`src/rtl/cfboot_pkg.sv`:
```
package cfboot_pkg;

    typedef enum logic [2:0] {
        ST_IDLE,
        ST_POLL,
        ST_WRITE,
        ST_WAIT,
        ST_RUN,
        ST_BYPASS,
        ST_ERR
    } boot_state_e;

    localparam int TF_AW     = 3;
    localparam int NUM_STEPS = 6;
    localparam int STEP_W    = $clog2(NUM_STEPS);

    localparam logic [TF_AW-1:0] TF_DATA    = 3'd0;
    localparam logic [TF_AW-1:0] TF_SECCNT  = 3'd2;
    localparam logic [TF_AW-1:0] TF_LBA_LO  = 3'd3;
    localparam logic [TF_AW-1:0] TF_LBA_MID = 3'd4;
    localparam logic [TF_AW-1:0] TF_LBA_HI  = 3'd5;
    localparam logic [TF_AW-1:0] TF_DEVSEL  = 3'd6;
    localparam logic [TF_AW-1:0] TF_STATCMD = 3'd7;

    localparam int SB_BUSY = 7;
    localparam int SB_DRQ  = 3;
    localparam int SB_ERR  = 0;

    localparam logic [7:0] CMD_RD_SECTORS = 8'h20;
    localparam logic [7:0] DEV_LBA_MASTER = 8'hE0;

    typedef struct packed {
        logic             rd;
        logic             wr;
        logic [TF_AW-1:0] addr;
        logic [7:0]       wdata;
    } tf_req_t;

    localparam tf_req_t TF_REQ_NONE = '{rd: 1'b0, wr: 1'b0, addr: '0, wdata: '0};

    // Register index and value for each step of the command program.
    function automatic tf_req_t step_write(input logic [STEP_W-1:0] step);
        tf_req_t r;
        r    = TF_REQ_NONE;
        r.wr = 1'b1;
        case (step)
            3'd0:    begin r.addr = TF_SECCNT;  r.wdata = 8'h01;          end
            3'd1:    begin r.addr = TF_LBA_LO;  r.wdata = 8'h00;          end
            3'd2:    begin r.addr = TF_LBA_MID; r.wdata = 8'h00;          end
            3'd3:    begin r.addr = TF_LBA_HI;  r.wdata = 8'h00;          end
            3'd4:    begin r.addr = TF_DEVSEL;  r.wdata = DEV_LBA_MASTER; end
            default: begin r.addr = TF_STATCMD; r.wdata = CMD_RD_SECTORS; end
        endcase
        return r;
    endfunction

    function automatic logic stat_ready(input logic [7:0] s, input logic need_drq);
        return !s[SB_BUSY] && (!need_drq || s[SB_DRQ]);
    endfunction

endpackage

```
`src/rtl/cfboot_timer.sv`:
```
module cfboot_timer #(
    parameter int LIMIT = 100000
) (
    input  logic clk,
    input  logic rst,
    input  logic clr,
    input  logic en,
    output logic last
);
    localparam int CNT_W = $clog2(LIMIT + 1);

    logic [CNT_W-1:0] cnt;

    always_ff @(posedge clk) begin
        if (rst || clr) begin
            cnt <= '0;
        end else if (en && !last) begin
            cnt <= cnt + 1'b1;
        end
    end

    assign last = (cnt == CNT_W'(LIMIT - 1));


    cnt_bound_chk: assert property (@(posedge clk) disable iff (rst)
        cnt <= CNT_W'(LIMIT - 1));

endmodule

```
`src/rtl/cfboot_seq.sv`:
```
module cfboot_seq
    import cfboot_pkg::*;
#(
    parameter int TIMEOUT = 100000
) (
    input  logic       clk,
    input  logic       rst,
    input  logic       boot_sel,
    input  logic [7:0] status,
    output tf_req_t    req,
    output logic       run,
    output logic       cpu_rst,
    output logic       boot_err
);
    localparam logic [STEP_W-1:0] LAST_STEP = STEP_W'(NUM_STEPS - 1);

    boot_state_e       state, state_nx;
    logic [STEP_W-1:0] step, step_nx;
    logic              polling, need_drq, rdy, err_seen, tmo_last;

    assign polling  = (state == ST_POLL) || (state == ST_WAIT);
    assign need_drq = (state == ST_WAIT);
    assign rdy      = stat_ready(status, need_drq);
    assign err_seen = status[SB_ERR];

    cfboot_timer #(.LIMIT(TIMEOUT)) timer_i (
        .clk  (clk),
        .rst  (rst),
        .clr  (!polling),
        .en   (polling),
        .last (tmo_last)
    );

    always_comb begin
        state_nx = state;
        step_nx  = step;
        req      = TF_REQ_NONE;
        unique case (state)
            ST_IDLE: begin
                step_nx  = '0;
                state_nx = boot_sel ? ST_POLL : ST_BYPASS;
            end
            ST_POLL, ST_WAIT: begin
                req.rd   = 1'b1;
                req.addr = TF_STATCMD;
                // error first, then ready, then expiry
                if (err_seen)      state_nx = ST_ERR;
                else if (rdy)      state_nx = (state == ST_POLL) ? ST_WRITE : ST_RUN;
                else if (tmo_last) state_nx = ST_ERR;
            end
            ST_WRITE: begin
                req = step_write(step);
                if (step == LAST_STEP) begin
                    state_nx = ST_WAIT;
                end else begin
                    step_nx  = step + 1'b1;
                    state_nx = ST_POLL;
                end
            end
            default: ;
        endcase
    end

    always_ff @(posedge clk) begin
        if (rst) begin
            state <= ST_IDLE;
            step  <= '0;
        end else begin
            state <= state_nx;
            step  <= step_nx;
        end
    end

    assign run      = (state == ST_RUN);
    assign cpu_rst  = !((state == ST_RUN) || (state == ST_BYPASS));
    assign boot_err = (state == ST_ERR);


    wr_after_ready_chk: assert property (@(posedge clk) disable iff (rst)
        req.wr |-> $past(req.rd && !status[SB_BUSY]));


    hold_until_drq_chk: assert property (@(posedge clk) disable iff (rst)
        (state == ST_WAIT && !(status[SB_DRQ] && !status[SB_BUSY])) |=> cpu_rst);


    err_sticky_chk: assert property (@(posedge clk) disable iff (rst)
        boot_err |=> (boot_err && cpu_rst && !req.rd && !req.wr));


    run_sticky_chk: assert property (@(posedge clk) disable iff (rst)
        run |=> (run && !cpu_rst && !req.rd && !req.wr));


    no_strobe_idle_chk: assert property (@(posedge clk) disable iff (rst)
        (state == ST_IDLE) |-> (!req.rd && !req.wr && cpu_rst));

endmodule

```
`src/rtl/cfboot_window.sv`:
```
module cfboot_window
    import cfboot_pkg::*;
#(
    parameter int ADDR_W   = 16,
    parameter int WIN_BITS = 9,
    parameter int DATA_W   = 16
) (
    input  logic              clk,
    input  logic              rst,
    input  logic              run,
    input  logic [ADDR_W-1:0] cpu_addr,
    input  logic              cpu_rd,
    input  tf_req_t           seq_req,
    input  logic [DATA_W-1:0] cf_rdata,
    output logic [DATA_W-1:0] cpu_rdata,
    output logic              win_hit,
    output logic [TF_AW-1:0]  cf_addr,
    output logic [DATA_W-1:0] cf_wdata,
    output logic              cf_rd,
    output logic              cf_wr
);
    logic in_win;

    assign in_win  = (cpu_addr[ADDR_W-1:WIN_BITS] == '0);
    assign win_hit = run && cpu_rd && in_win;

    always_comb begin
        if (run) begin
            cf_rd    = win_hit;
            cf_wr    = 1'b0;
            cf_addr  = TF_DATA;
            cf_wdata = '0;
        end else begin
            cf_rd    = seq_req.rd;
            cf_wr    = seq_req.wr;
            cf_addr  = seq_req.addr;
            cf_wdata = DATA_W'(seq_req.wdata);
        end
    end

    assign cpu_rdata = win_hit ? cf_rdata : '0;


    outside_quiet_chk: assert property (@(posedge clk) disable iff (rst)
        (run && !(cpu_rd && in_win)) |-> (!cf_rd && !win_hit && cpu_rdata == '0));


    data_reg_only_chk: assert property (@(posedge clk) disable iff (rst)
        (run && cf_rd) |-> (cf_addr == TF_DATA && !cf_wr));


    strobe_excl_chk: assert property (@(posedge clk) disable iff (rst)
        !(cf_rd && cf_wr));

endmodule

```
`src/rtl/cfboot_ctrl.sv`:
```
module cfboot_ctrl
    import cfboot_pkg::*;
#(
    parameter int ADDR_W   = 16,
    parameter int WIN_BITS = 9,
    parameter int TIMEOUT  = 100000
) (
    input  logic              clk,
    input  logic              rst,
    input  logic              boot_sel,
    input  logic [ADDR_W-1:0] cpu_addr,
    input  logic              cpu_rd,
    output logic [15:0]       cpu_rdata,
    output logic              win_hit,
    output logic              cpu_rst,
    output logic              boot_err,
    output logic [2:0]        cf_addr,
    output logic [15:0]       cf_wdata,
    input  logic [15:0]       cf_rdata,
    output logic              cf_rd,
    output logic              cf_wr
);
    localparam int DATA_W = 16;

    tf_req_t seq_req;
    logic    run;

    cfboot_seq #(.TIMEOUT(TIMEOUT)) seq_i (
        .clk      (clk),
        .rst      (rst),
        .boot_sel (boot_sel),
        .status   (cf_rdata[7:0]),
        .req      (seq_req),
        .run      (run),
        .cpu_rst  (cpu_rst),
        .boot_err (boot_err)
    );

    cfboot_window #(
        .ADDR_W   (ADDR_W),
        .WIN_BITS (WIN_BITS),
        .DATA_W   (DATA_W)
    ) win_i (
        .clk       (clk),
        .rst       (rst),
        .run       (run),
        .cpu_addr  (cpu_addr),
        .cpu_rd    (cpu_rd),
        .seq_req   (seq_req),
        .cf_rdata  (cf_rdata),
        .cpu_rdata (cpu_rdata),
        .win_hit   (win_hit),
        .cf_addr   (cf_addr),
        .cf_wdata  (cf_wdata),
        .cf_rd     (cf_rd),
        .cf_wr     (cf_wr)
    );


    bypass_quiet_chk: assert property (@(posedge clk) disable iff (rst)
        (!cpu_rst && !win_hit && !cpu_rd) |-> (!cf_rd && !cf_wr));

endmodule

```
`config.mk`:
```
export PLATFORM = sky130hd
export DESIGN_NAME = cfboot_ctrl
export DESIGN_NICKNAME = d
export VERILOG_FILES = /design/src/rtl/cfboot_pkg.sv /design/src/rtl/cfboot_timer.sv /design/src/rtl/cfboot_seq.sv /design/src/rtl/cfboot_window.sv /design/src/rtl/cfboot_ctrl.sv
export SDC_FILE = /design/constraint.sdc
export NUM_CORES = 1
export LEC_CHECK = 0
export ABC_AREA = 1
export BUFFER_PORTS_ARGS = -buffer_cell sky130_fd_sc_hd__buf_2
export CAP_MARGIN = 25
export CORE_MARGIN = 8
export CORE_UTILIZATION = 48
export DETAILED_ROUTE_END_ITERATION = 12
export PLACE_DENSITY = 0.81
export SLEW_MARGIN = 0
export SYNTH_ARGS = -nofsm -noshare
export SYNTH_HDL_FRONTEND = slang
export SYNTH_SLANG_ARGS = --single-unit
```
`constraint.sdc`:
```
create_clock -name clk -period 1.65 [get_ports clk]
set_input_delay 0.0825 -clock clk [delete_from_list [all_inputs] [get_ports clk]]
set_output_delay 0.0825 -clock clk [all_outputs]
set_load 0.01 [all_outputs]
```
# After elaboration in Yosys (flattened, before gate mapping)
# Cells that the tools add are included.
# W data, S select, Z words.
# totals
reg_bits,23
output_inout_bits,40
# op_classes
add_sub_neg,2
n_eq_ne,14
n_mux,19
n_reduce_logical,21
# op_table
cell,n
$pmux W11 S5,1
$mux W3,7
$add A17 B1 Y17 const B,1
$eq A17 B17 Y1 const B,1
$mux W16,1
$mux W8,2
$eq A3 B3 Y1 const B,5
$eq A3 B2 Y1 const B,4
$pmux W3 S2,2
$pmux W3 S3,1
$logic_not A7 Y1,1
$eq A3 B1 Y1 const B,2
$logic_not A3 Y1,2
$logic_not A1 Y1,5
$logic_and A1 B1 Y1,4
$logic_or A1 B1 Y1,4
$mux W1,4
$ne A4 B3 Y1 const B,1
$reduce_and A2 Y1,2
$add A3 B1 Y3 const B,1
$reduce_bool A3 Y1,1
$mux W2,1
$ne A2 B2 Y1 const B,1
$reduce_bool A2 Y1,1
$reduce_or A2 Y1,1

# Depth between registers and ports, before layout
# Gate-level depths: netlist of run 1.
# logic_depth
depth_word,7
depth_mapped,11

# Hierarchy
# Synthesis of run 1 repeated with hierarchy kept, for this count alone.
# unflattened
cells_unflattened,318
hier_area_um2,1931.9
# by_module_without_submodules
mod,instances,cells_per_inst,area_per_inst_um2
cfboot_timer,1,153,952.2
cfboot_seq,1,85,558.0
cfboot_window,1,80,421.7

# Worst setup path after synthesis of run 1
# No wires, ideal clock.
# synth_path
path_type,reg2out
from,register seq_i.state[1]
to,output port cf_wdata[7]
arrival_time_ns,1.451
t_required_ns,1.567
setup_slack_ns,0.116
stages_incl_launch_ff,6
path_cell_list,dfxtp_1 -> inv_1 -> nor3_1 -> inv_1 -> nor2_1 -> buf_4
# synth_via
elab_chain_len,3
# synth_lines
item,line,source
start: declaration,cfboot_seq.sv:17,"boot_state_e state, state_nx;"
start signal: assignment,cfboot_seq.sv:69,state <= state_nx;
$eq A3 B2 Y1,cfboot_seq.sv:38,unique case (state)
$mux W8,cfboot_seq.sv:38,
$mux W8 *,cfboot_window.sv:28,if (run) begin
end: declaration,cfboot_ctrl.sv:18,"output logic [15:0] cf_wdata,"
# Every way passes the cells marked *; elsewhere a longest branch is shown, timed or not.

# Worst setup path after layout of run 1
# layout_path
from,register seq_i.step[0]
to,output port cf_addr[2]
# layout_via
elab_chain_len,4
# layout_lines
item,line,source
start: declaration,cfboot_seq.sv:18,"logic [STEP_W-1:0] step, step_nx;"
start signal: assignment,cfboot_seq.sv:70,step <= step_nx;
"$eq A3 B3 Y1, or another cell as far along",cfboot_pkg.sv:46,case (step)
$pmux W11 S5 *,cfboot_pkg.sv:46,
$pmux W3 S2 *,cfboot_seq.sv:38,
$mux W3 *,cfboot_window.sv:28,
end: declaration,cfboot_ctrl.sv:17,"output logic [2:0] cf_addr,"
# Marks and branches as above.

==> qor.csv, run 1 <==
stage,metric,value,unit
floorplan,die extent in y,77.2,um
clock_network,CTS tree,built,
yosys,post-synthesis sequential area ratio,25.6,%
final_layout,"commonest non-fill, non-tap cells in the layout","nand2_1 (56), buf_2 (54), nor2_1 (42)",
detailed_routing,Initial DRC Count,112,
power_and_ir_drop,Leakage,1.11,nW
clock_network,clock edge transition at the registers on the reported setup and hold paths,0.08,ns
flow_run,Max-Cap Viols,0,
grt,Total GRT Usage,14.7,%
clock_network,Max H-tree Level,1,
setup_path,CP startpoint kind,register,
floorplan,initial core utilization,49.5,%
sta,count of final max-slew check failures,0,
detailed_routing,Vias,1928,
grt,largest net degree at the start of global routing,15,
yosys,post-synthesis cell type count,29,
grt,vias in the first global route,1741,
yosys,"Async S/R FF share, synth",0,%
sta,Final Skew,0.00344,ns
outcome,violated checks,setup timing,
power_and_ir_drop,Max rail drop VDD,0.508,mV
grt,global-route wire length before repair,7620,um
yosys,Synth Register Bits,23,
sta,min Tclk post-route,1.67,ns
final_layout,"commonest non-fill, non-tap cell in the layout",nand2_1,
sta,final setup fails,2,
sta,RSZ-0062 raised after global routing,true,
detailed_routing,# DRC,0,
setup_path,Worst setup EP type,output port,
clock_network,Num CTS Buffers,3,
clock_network,CTS root buffer,clkbuf_8,
placed_design,GPL Wtd Cong,0.902,
sta,Setup TNS,-0.0176,ns
grt,initial antenna violation count,0,
yosys,cell area after synthesis,1800,um^2
floorplan,Rows,22,
power_and_ir_drop,overall power,0.00157,W
grt,GR Overflow Total,0,
final_layout,diodes inserted,0,
floorplan,io pins,76,
setup_path,critical-path maximum fanout,3,
sta,final period utilization,101,%
floorplan,Die Area,5960,um^2
yosys,yosys warns,0,
detailed_routing,final WL,4730,um
clock_network,Bufs on Longest Clock Path,2,
clock_network,clock latency on the worst-skew pair,0.26,ns
final_layout,area grow syn2layout,29.3,%
floorplan,core box area,3630,um^2
sta,Fin. Hold Viols,0,
power_and_ir_drop,PD cells,676,nW/um^2
yosys,Post-synth top flop,dfxtp_1,
setup_path,worst path required time,1.57,ns
detailed_routing,Vias/cell,4.77,
sta,f_max,600,MHz
yosys,Syn Area/Cell,6.24,um^2
min_path,Min-Delay Path Class,in2reg,
yosys,Post-Syn Instances,288,
final_layout,final std cells w/o fill,404,
floorplan,Die Wd,77.2,um
clock_network,hold_buf cts,0,
detailed_routing,drt wl/cell,11.7,um
detailed_routing,antenna-violating nets left,0,
setup_path,Critical Path AT,1.58,ns
placed_design,"worst slack, placed",0.115,ns
setup_path,Crit Path Category,reg2out,
placed_design,PortBufs,54,
sta,WHS,0.0689,ns
sta,fin worst setup slack,-0.0154,ns
clock_network,# clock sinks,23,
yosys,Post-synth EDFFs,0,
placed_design,placed cells,395,
outcome,outcome,"complete, but fails checks",
final_layout,Final #Nets,399,
detailed_routing,TritonRoute pass-1 iters,4,
placed_design,dpl hpwl,3570,um
final_layout,share of layout cells above drive strength 1,38.5,%
## state kept, by name, indices dropped and copies added, names as in the netlist
signal / cells
seq_i.step: 3
seq_i.timer_i.cnt: 17
seq_i.state: 3
## layout make-up
| type | instances | area, um^2 |
|---|---|---|
| fill | 332 | 1310 |
| multi-input combinational | 215 | 1170 |
| sequential | 23 | 473 |
| timing repair buffer | 72 | 417 |
| inverter | 42 | 160 |
| tap | 48 | 60.1 |
| clock buffer | 4 | 45.0 |
## worst max-delay path, cell delays in order (launching register included)
cell and delay, ns:
dfxtp_4 0.37, inv_4 0.05, ha_4 0.15, o21ai_2 0.15, nand2_2 0.09, a21oi_4 0.15
nand2_2 0.09, a21oi_2 0.13, buf_2 0.14
## cells by family (layout without fill, tap and decap cells)
kind of cell    after synthesis  in the layout  share of synthesized area [%]
flops                        23             23                           25.6
fa+ha+maj                     6              6                           4.18
other cells                   1             12                          0.209
xor+xnor                      7              7                           3.41
compound gates               38             38                           13.1
simple gates                152            152                           36.5
buf+inv                      61            118                           17.0
## synthesized netlist by cell type (5+ instances only)
cell     instances  share of area [%]
nand3_1         12                3.3
a21oi_1         17                4.7
inv_1           40                8.4
dfxtp_1         23                 26
nand2_1         60                 13
nand2_2         10                3.5
buf_4           13                5.4
xnor2_1          5                2.4
a21oi_2          8                3.9
nor2_1          53                 11
ha_1             6                4.2
o21ai_0          7                1.9
nor3_1           6                1.7
## report_power, final
group          internal, W  switching, W
Clock             0.000172      0.000173
Combinational     0.000236      0.000355
Sequential        0.000591     0.0000442
## per-layer routing
metal  share of wire, %  track usage [%]  up-vias  wire length (um)
met4               0.80             3.40        0                38
met1                 41             16.3      885              1960
met5                  0                0        -                 0
met3                3.2             3.26        4               150
met2                 55             27.5       33              2580
li1                   -                -     1006                 -
## path summary, 6_finish.rpt
kind	from	to	slack (ns)	cells after the start
worst max-delay path	seq_i.step[0]	cf_addr[2]	-0.02	8
worst min-delay path	rst	seq_i.state[2]	0.07	2
worst max register to register	seq_i.timer_i.cnt[0]	seq_i.timer_i.cnt[0]	0.11	8
worst min register to register	seq_i.timer_i.cnt[0]	seq_i.timer_i.cnt[0]	0.49	2
## stage by stage
stage / instance area [um^2] / util [%]
6_report: 2320 / 64.0
2_1_floorplan: 1840 / -
4_1_cts: 2190 / 60.2
3_5_place_dp: 2120 / 58.3
5_1_grt: 2320 / 64.0
3_3_place_gp: 2120 / 58.3
## timing repair
item,in CTS,in global routing
buffers inserted,2,2
cloned,0,1
setup endpoints to repair,13,25
pin swaps,2,6
gates resized for setup,6,41
No activity file was read; power rests on OpenSTA's default activity.
==> run 2: changes to the inputs <==
--- a/config.mk
+++ b/config.mk
@@ -9,9 +9,11 @@
 export BUFFER_PORTS_ARGS = -buffer_cell sky130_fd_sc_hd__buf_2
 export CAP_MARGIN = 25
 export CORE_MARGIN = 8
-export CORE_UTILIZATION = 48
+export CORE_UTILIZATION = 50
+export CTS_BUF_LIST = sky130_fd_sc_hd__clkbuf_4 sky130_fd_sc_hd__clkbuf_8
 export DETAILED_ROUTE_END_ITERATION = 12
-export PLACE_DENSITY = 0.81
+export PLACE_DENSITY = 0.84
+export SKIP_LAST_GASP = 1
 export SLEW_MARGIN = 0
 export SYNTH_ARGS = -nofsm -noshare
 export SYNTH_HDL_FRONTEND = slang
==> run 2 against run 1 <==
The flow still finishes with violations (setup timing). Fmax down 11%. Clock power down 20%. Register-to-register slack got worse by 0.12 ns. Critical path depth is 1 lower. Die area is 3.2% lower. Routed wire length is 15% higher. Hold slack lost 0.0037 ns. First-iteration DRC count grew 41%. Largest cell class unchanged.
==> qor.csv, run 2 (synthesis gave the netlist of run 1 again) <==
stage,metric,value,unit
sta,WHS,0.0652,ns
sta,f_max,533,MHz
sta,Fin. Hold Viols,0,
detailed_routing,# DRC,0,
setup_path,CP startpoint kind,register,
power_and_ir_drop,combinational power share,42.4,%
placed_design,GPL Wtd Cong,0.871,
sta,count of final max-slew check failures,0,
sta,min Tclk post-route,1.87,ns
outcome,outcome,"complete, but fails checks",
final_layout,area grow syn2layout,39.0,%
grt,vias in the first global route,1859,
setup_path,Crit Reg-Reg Startpoint,seq_i.timer_i.cnt[0],
clock_network,Max H-tree Level,1,
floorplan,Die Area,5770,um^2
clock_network,CTS root buffer,clkbuf_4,
final_layout,diodes inserted,0,
clock_network,CTS tree,built,
floorplan,Rows,21,
grt,GR Overflow Total,0,
setup_path,worst path required time,1.57,ns
sta,Final Skew,0.00198,ns
detailed_routing,Vias/cell,4.95,
floorplan,initial core utilization,53.0,%
clock_network,Bufs on Longest Clock Path,2,
power_and_ir_drop,P_sw,0.000624,W
clock_network,Num CTS Buffers,3,
setup_path,critical-path maximum fanout,3,
outcome,violated checks,setup timing,
sta,final period utilization,114,%
sta,RSZ-0062 raised after global routing,true,
power_and_ir_drop,Clk network pwr share,17.4,%
placed_design,PortBufs,54,
detailed_routing,Vias,2025,
detailed_routing,drt wl/cell,13.2,um
power_and_ir_drop,Internal Power,0.000963,W
power_and_ir_drop,Max rail drop VDD,0.614,mV
clock_network,clock edge transition at the registers on the reported setup and hold paths,0.13,ns
power_and_ir_drop,fraction of power spent switching nets,39.3,%
final_layout,share of layout cells above drive strength 1,40.2,%
setup_path,Crit Path Category,reg2out,
grt,Total GRT Usage,15.5,%
floorplan,Die Wd,76.0,um
final_layout,"commonest non-fill, non-tap cells in the layout","nand2_1 (54), buf_2 (46), nor2_1 (43)",
final_layout,"commonest non-fill, non-tap cell in the layout",nand2_1,
setup_path,Worst setup EP type,output port,
grt,largest net degree at the start of global routing,14,
floorplan,core box area,3390,um^2
final_layout,Top reg by flops,seq_i.timer_i.cnt,
clock_network,clock latency on the worst-skew pair,0.33,ns
sta,Setup TNS,-0.824,ns
floorplan,io pins,76,
flow_run,Max-Cap Viols,0,
setup_path,CP Launch Point,seq_i.step[1],
detailed_routing,Initial DRC Count,158,
power_and_ir_drop,Leakage,1.15,nW
sta,fin worst setup slack,-0.225,ns
setup_path,Critical Path AT,1.79,ns
power_and_ir_drop,Reg power frac,40.2,%
final_layout,Final #Nets,406,
placed_design,dpl hpwl,3560,um
final_layout,fillers,247,
min_path,hold path startpoint,boot_sel,
detailed_routing,antenna-violating nets left,0,
grt,initial antenna violation count,0,
detailed_routing,TritonRoute pass-1 iters,4,
power_and_ir_drop,PD cells,635,nW/um^2
floorplan,die extent in y,76.0,um
sta,final setup fails,24,
final_layout,Top Registers,"seq_i.timer_i.cnt: 17 flops, seq_i.state: 3 flops, seq_i.step: 3 flops",
clock_network,# clock sinks,23,
final_layout,number of flip-flops in the largest register,17,
grt,global-route wire length before repair,7880,um
detailed_routing,final WL,5420,um
min_path,Min-Delay Path Class,in2reg,
run 2: cell types whose count changed in the layout (fill, tap and decap cells not counted), moves of 2 or more:
cell / change
nor2_4: +6
dfxtp_2: -3
o21ai_1: -2
clkbuf_4: +3
buf_2: -8
clkinvlp_4: +2
inv_1: -2
dfxtp_4: +2
nand2_1: -2
clkbuf_8: -3
buf_6: +10
nor2_2: -7
run 2: per-stage QoR:
stage | instances | utilization [%] | cell area [um^2] | power, W | setup slack [ns]
final | 409 | 73.8 | 2500 | 0.00159 | -0.225
after global routing | 409 | 73.8 | 2500 | 0.00169 | -0.325
after CTS | 400 | 65.1 | 2210 | 0.00142 | -0.0545
after detailed placement | 391 | 62.0 | 2100 | 0.00110 | 0.0172
after global placement | 391 | 62.0 | 2100 | 0.00109 | 0.0659
after floorplan | 299 | - | 1840 | 0.000983 | 0.116
run 2: worst paths after layout:
kind / to / slack (ns) / cells past startpoint
worst min-delay path: seq_i.state[2] / 0.07 / 4
worst max register to register: seq_i.timer_i.cnt[9] / -0.01 / 9
worst max-delay path: cf_addr[0] / -0.22 / 7
worst min register to register: seq_i.timer_i.cnt[2] / 0.48 / 2
run 2: critical path, stage by stage (launching register included):
cell	delay [ns]
dfxtp_4	0.39
inv_2	0.09
ha_2	0.23
inv_1	0.05
o21ai_0	0.23
nor2_1	0.10
a21oi_1	0.21
buf_2	0.17
run 2: cell type report:
| class | count | area [um^2] | share of cell area [%] |
|---|---|---|---|
| repair buffers | 78 | 542 | 21.7 |
| well taps | 46 | 57.6 | 2.30 |
| multi-input cells | 215 | 1220 | 48.9 |
| repair inverters | 1 | 7.51 | 0.300 |
| flip-flops and latches | 23 | 477 | 19.1 |
| clock inverters | 1 | 5.00 | 0.200 |
| inverters | 42 | 166 | 6.66 |
| clock buffers | 3 | 22.5 | 0.901 |
run 2: what timing repair did:
item | CTS | global route
resized for setup | 15 | 58
cloned | 0 | 2
pin swaps | 8 | 9
hold endpoints to repair | 3 | 0
setup buffers | 4 | 7
hold buffers | 1 | 0
setup endpoints to repair | 19 | 37
run 2: power by group through the flow:
stage	Combinational [W]	Sequential, W	Clock, W
2_1_floorplan	0.000357	0.000626	0
3_3_place_gp	0.000462	0.000630	0
3_5_place_dp	0.000474	0.000631	0
4_1_cts	0.000517	0.000627	0.000274
5_1_grt	0.000733	0.000645	0.000308
6_report	0.000672	0.000639	0.000276
run 2: per-layer routing:
metal  GRT usage, %  part of all wire, %  up-vias
met5              0                    0        -
met4           3.33                  1.3        0
met3           4.48                  5.2        8
met2           29.9                   55       55
met1           15.9                   39      947
li1               -                    -     1015
==> run 3: changes to the inputs <==
--- a/config.mk
+++ b/config.mk
@@ -12,7 +12,7 @@
 export CORE_UTILIZATION = 50
 export CTS_BUF_LIST = sky130_fd_sc_hd__clkbuf_4 sky130_fd_sc_hd__clkbuf_8
 export DETAILED_ROUTE_END_ITERATION = 12
-export PLACE_DENSITY = 0.84
+export PLACE_DENSITY_LB_ADDON = 0.12
 export SKIP_LAST_GASP = 1
 export SLEW_MARGIN = 0
 export SYNTH_ARGS = -nofsm -noshare
==> run 3 against run 2 <==
Routed wire length fell by 3.7%. Critical path type unchanged. Clock-buffer cell count rose by 1. Clock power grew 5%. Via count fell by 2.2%. The run still ends with setup timing left. Sequential share of layout area is 0.20 points lower. Combinational power up 3.3%. Cell area increased by 1.3%. Sequential cell count unchanged. Core utilization is 0.96 points higher. Global-route usage down 0.19 points. Non-clock buffer count is 3 higher. Critical endpoint unchanged. Die area unchanged.
==> qor.csv, run 3 (synthesis gave the netlist of run 1 again) <==
stage,metric,value,unit
final_layout,number of flip-flops in the largest register,17,
sta,min Tclk post-route,1.69,ns
detailed_routing,antenna-violating nets left,0,
detailed_routing,TritonRoute pass-1 iters,4,
floorplan,die extent in y,76.0,um
floorplan,Rows,21,
power_and_ir_drop,Internal Power,0.00100,W
setup_path,CP startpoint kind,register,
detailed_routing,drt wl/cell,12.7,um
clock_network,CTS tree,built,
floorplan,core box area,3390,um^2
setup_path,Buf/Inv on CP,2,
floorplan,initial core utilization,53.0,%
grt,Total GRT Usage,15.3,%
clock_network,clock edge transition at the registers on the reported setup and hold paths,0.12,ns
grt,global-route wire length before repair,7720,um
grt,vias in the first global route,1715,
sta,RSZ-0062 raised after global routing,true,
clock_network,Max H-tree Level,1,
flow_run,Max-Cap Viols,0,
sta,Setup TNS,-0.102,ns
final_layout,Top Registers,"seq_i.timer_i.cnt: 17 flops, seq_i.state: 3 flops, seq_i.step: 3 flops",
outcome,violated checks,setup timing,
setup_path,slowest cell on the critical path,dfxtp_4,
detailed_routing,final WL,5220,um
sta,count of final max-slew check failures,0,
grt,GR Overflow Total,0,
power_and_ir_drop,overall power,0.00163,W
power_and_ir_drop,P_sw,0.000631,W
floorplan,io pins,76,
final_layout,Register Area,478,um^2
setup_path,CP Launch Point,seq_i.step[0],
setup_path,"Largest stage delay, worst path",0.41,ns
power_and_ir_drop,fraction of power spent switching nets,38.7,%
power_and_ir_drop,PD cells,644,nW/um^2
clock_network,Bufs on Longest Clock Path,2,
setup_path,critical-path maximum fanout,3,
final_layout,"commonest non-fill, non-tap cell in the layout",nand2_1,
power_and_ir_drop,combinational power share,42.6,%
setup_path,Crit Path Category,reg2out,
clock_network,CTS root buffer,clkbuf_4,
setup_path,largest delay contributor family on the critical path,flip-flops,
final_layout,diodes inserted,0,
power_and_ir_drop,Reg power frac,39.7,%
sta,Fin. Hold Viols,0,
floorplan,Die Wd,76.0,um
clock_network,clock latency on the worst-skew pair,0.32,ns
min_path,Min-Delay Path Class,in2reg,
final_layout,final instance area,2530,um^2
final_layout,area grow syn2layout,40.8,%
final_layout,"commonest non-fill, non-tap cells in the layout","nand2_1 (54), buf_2 (47), nor2_1 (40)",
placed_design,GPL Wtd Cong,0.887,
power_and_ir_drop,Leakage,1.16,nW
sta,final setup fails,3,
final_layout,final core utilization,74.7,%
placed_design,PortBufs,54,
min_path,hold path startpoint,boot_sel,
setup_path,Critical Path AT,1.60,ns
setup_path,Worst setup EP type,output port,
floorplan,Die Area,5770,um^2
sta,final period utilization,102,%
sta,f_max,593,MHz
outcome,outcome,"complete, but fails checks",
detailed_routing,# DRC,0,
placed_design,Post-Place Cell Area,2090,um^2
sta,Final Skew,0.0145,ns
detailed_routing,Vias,1981,
setup_path,cell breakdown of the critical path,inv_4 -> ha_4 -> o21ai_2 -> nand2_2 -> a21oi_4 -> nand2_2 -> a21oi_2 -> buf_2,
final_layout,share of layout cells above drive strength 1,42.9,%
power_and_ir_drop,Max rail drop VDD,0.637,mV
grt,initial antenna violation count,0,
final_layout,Top reg by flops,seq_i.timer_i.cnt,
detailed_routing,Initial DRC Count,101,
grt,largest net degree at the start of global routing,19,
placed_design,"worst slack, placed",0.0478,ns
setup_path,Crit Reg-Reg Startpoint,seq_i.timer_i.cnt[1],
setup_path,Reg2Reg Setup Slack,0.06,ns
setup_path,most frequent CP cell,nand2_2,
clock_network,Num CTS Buffers,3,
setup_path,worst path required time,1.57,ns
final_layout,fillers,273,
sta,fin worst setup slack,-0.0358,ns
detailed_routing,Vias/cell,4.81,
final_layout,footprint of the multi-input gates,1260,um^2
clock_network,# clock sinks,23,
placed_design,dpl hpwl,3480,um
power_and_ir_drop,Clk network pwr share,17.8,%
final_layout,Final #Nets,409,
run 3: metrics by stage:
| step | hold WS [ns] | std cells |
|---|---|---|
| after CTS | 0.0737 | 403 |
| final | 0.0717 | 412 |
| after global routing | 0.0577 | 412 |
| after global placement | 0.325 | 389 |
| after floorplan | 0.152 | 299 |
| after detailed placement | 0.330 | 389 |
run 3: metal layers:
layer	GRT usage, %	part of all wire, %	vias up
li1	-	-	1025
met1	18.5	44	901
met2	26.3	50	51
met3	4.83	5.0	4
met4	1.96	0.50	0
met5	0	0	-
run 3: area by class of cell:
cell class / instances / share of cell area [%]
Multi-Input combinational cell: 215 / 49.6
Timing Repair inverter: 1 / 0.296
Clock buffer: 4 / 1.19
Inverter: 42 / 6.67
Tap cell: 46 / 2.27
Sequential cell: 23 / 18.9
Timing Repair Buffer: 81 / 21.1
run 3: final timing paths:
path                                        endpoint  cells after the start
worst max-delay path                      cf_addr[0]                      8
worst min-delay path                  seq_i.state[2]                      4
worst min register to register  seq_i.timer_i.cnt[2]                      2
worst max register to register  seq_i.timer_i.cnt[9]                      9
run 3: timing repair:
| item | in CTS | in global routing |
|---|---|---|
| buffers inserted | 9 | 6 |
| pin swaps | 6 | 10 |
| hold buffers | 1 | 0 |
| resized for setup | 13 | 69 |
| gates cloned | 0 | 4 |
| hold endpoints to repair | 4 | 0 |
| endpoints found under the setup margin | 25 | 41 |
run 3: worst min-delay path, delay by kind of cell:
| kind | cells | cell delay, ns |
|---|---|---|
| AOI/OAI and AO/OA | 2 | 0.13 |
| and+or+nand+nor | 1 | 0.07 |
| buffers and inverters | 1 | 0.07 |
run 3: power groups by stage:
| stage | sequential [W] | clock (W) | combinational (W) |
|---|---|---|---|
| 6_report | 0.000647 | 0.000290 | 0.000694 |
| 5_1_grt | 0.000651 | 0.000324 | 0.000762 |
| 2_1_floorplan | 0.000626 | 0 | 0.000357 |
| 3_3_place_gp | 0.000635 | 0 | 0.000448 |
| 4_1_cts | 0.000633 | 0.000298 | 0.000537 |
| 3_5_place_dp | 0.000635 | 0 | 0.000457 |
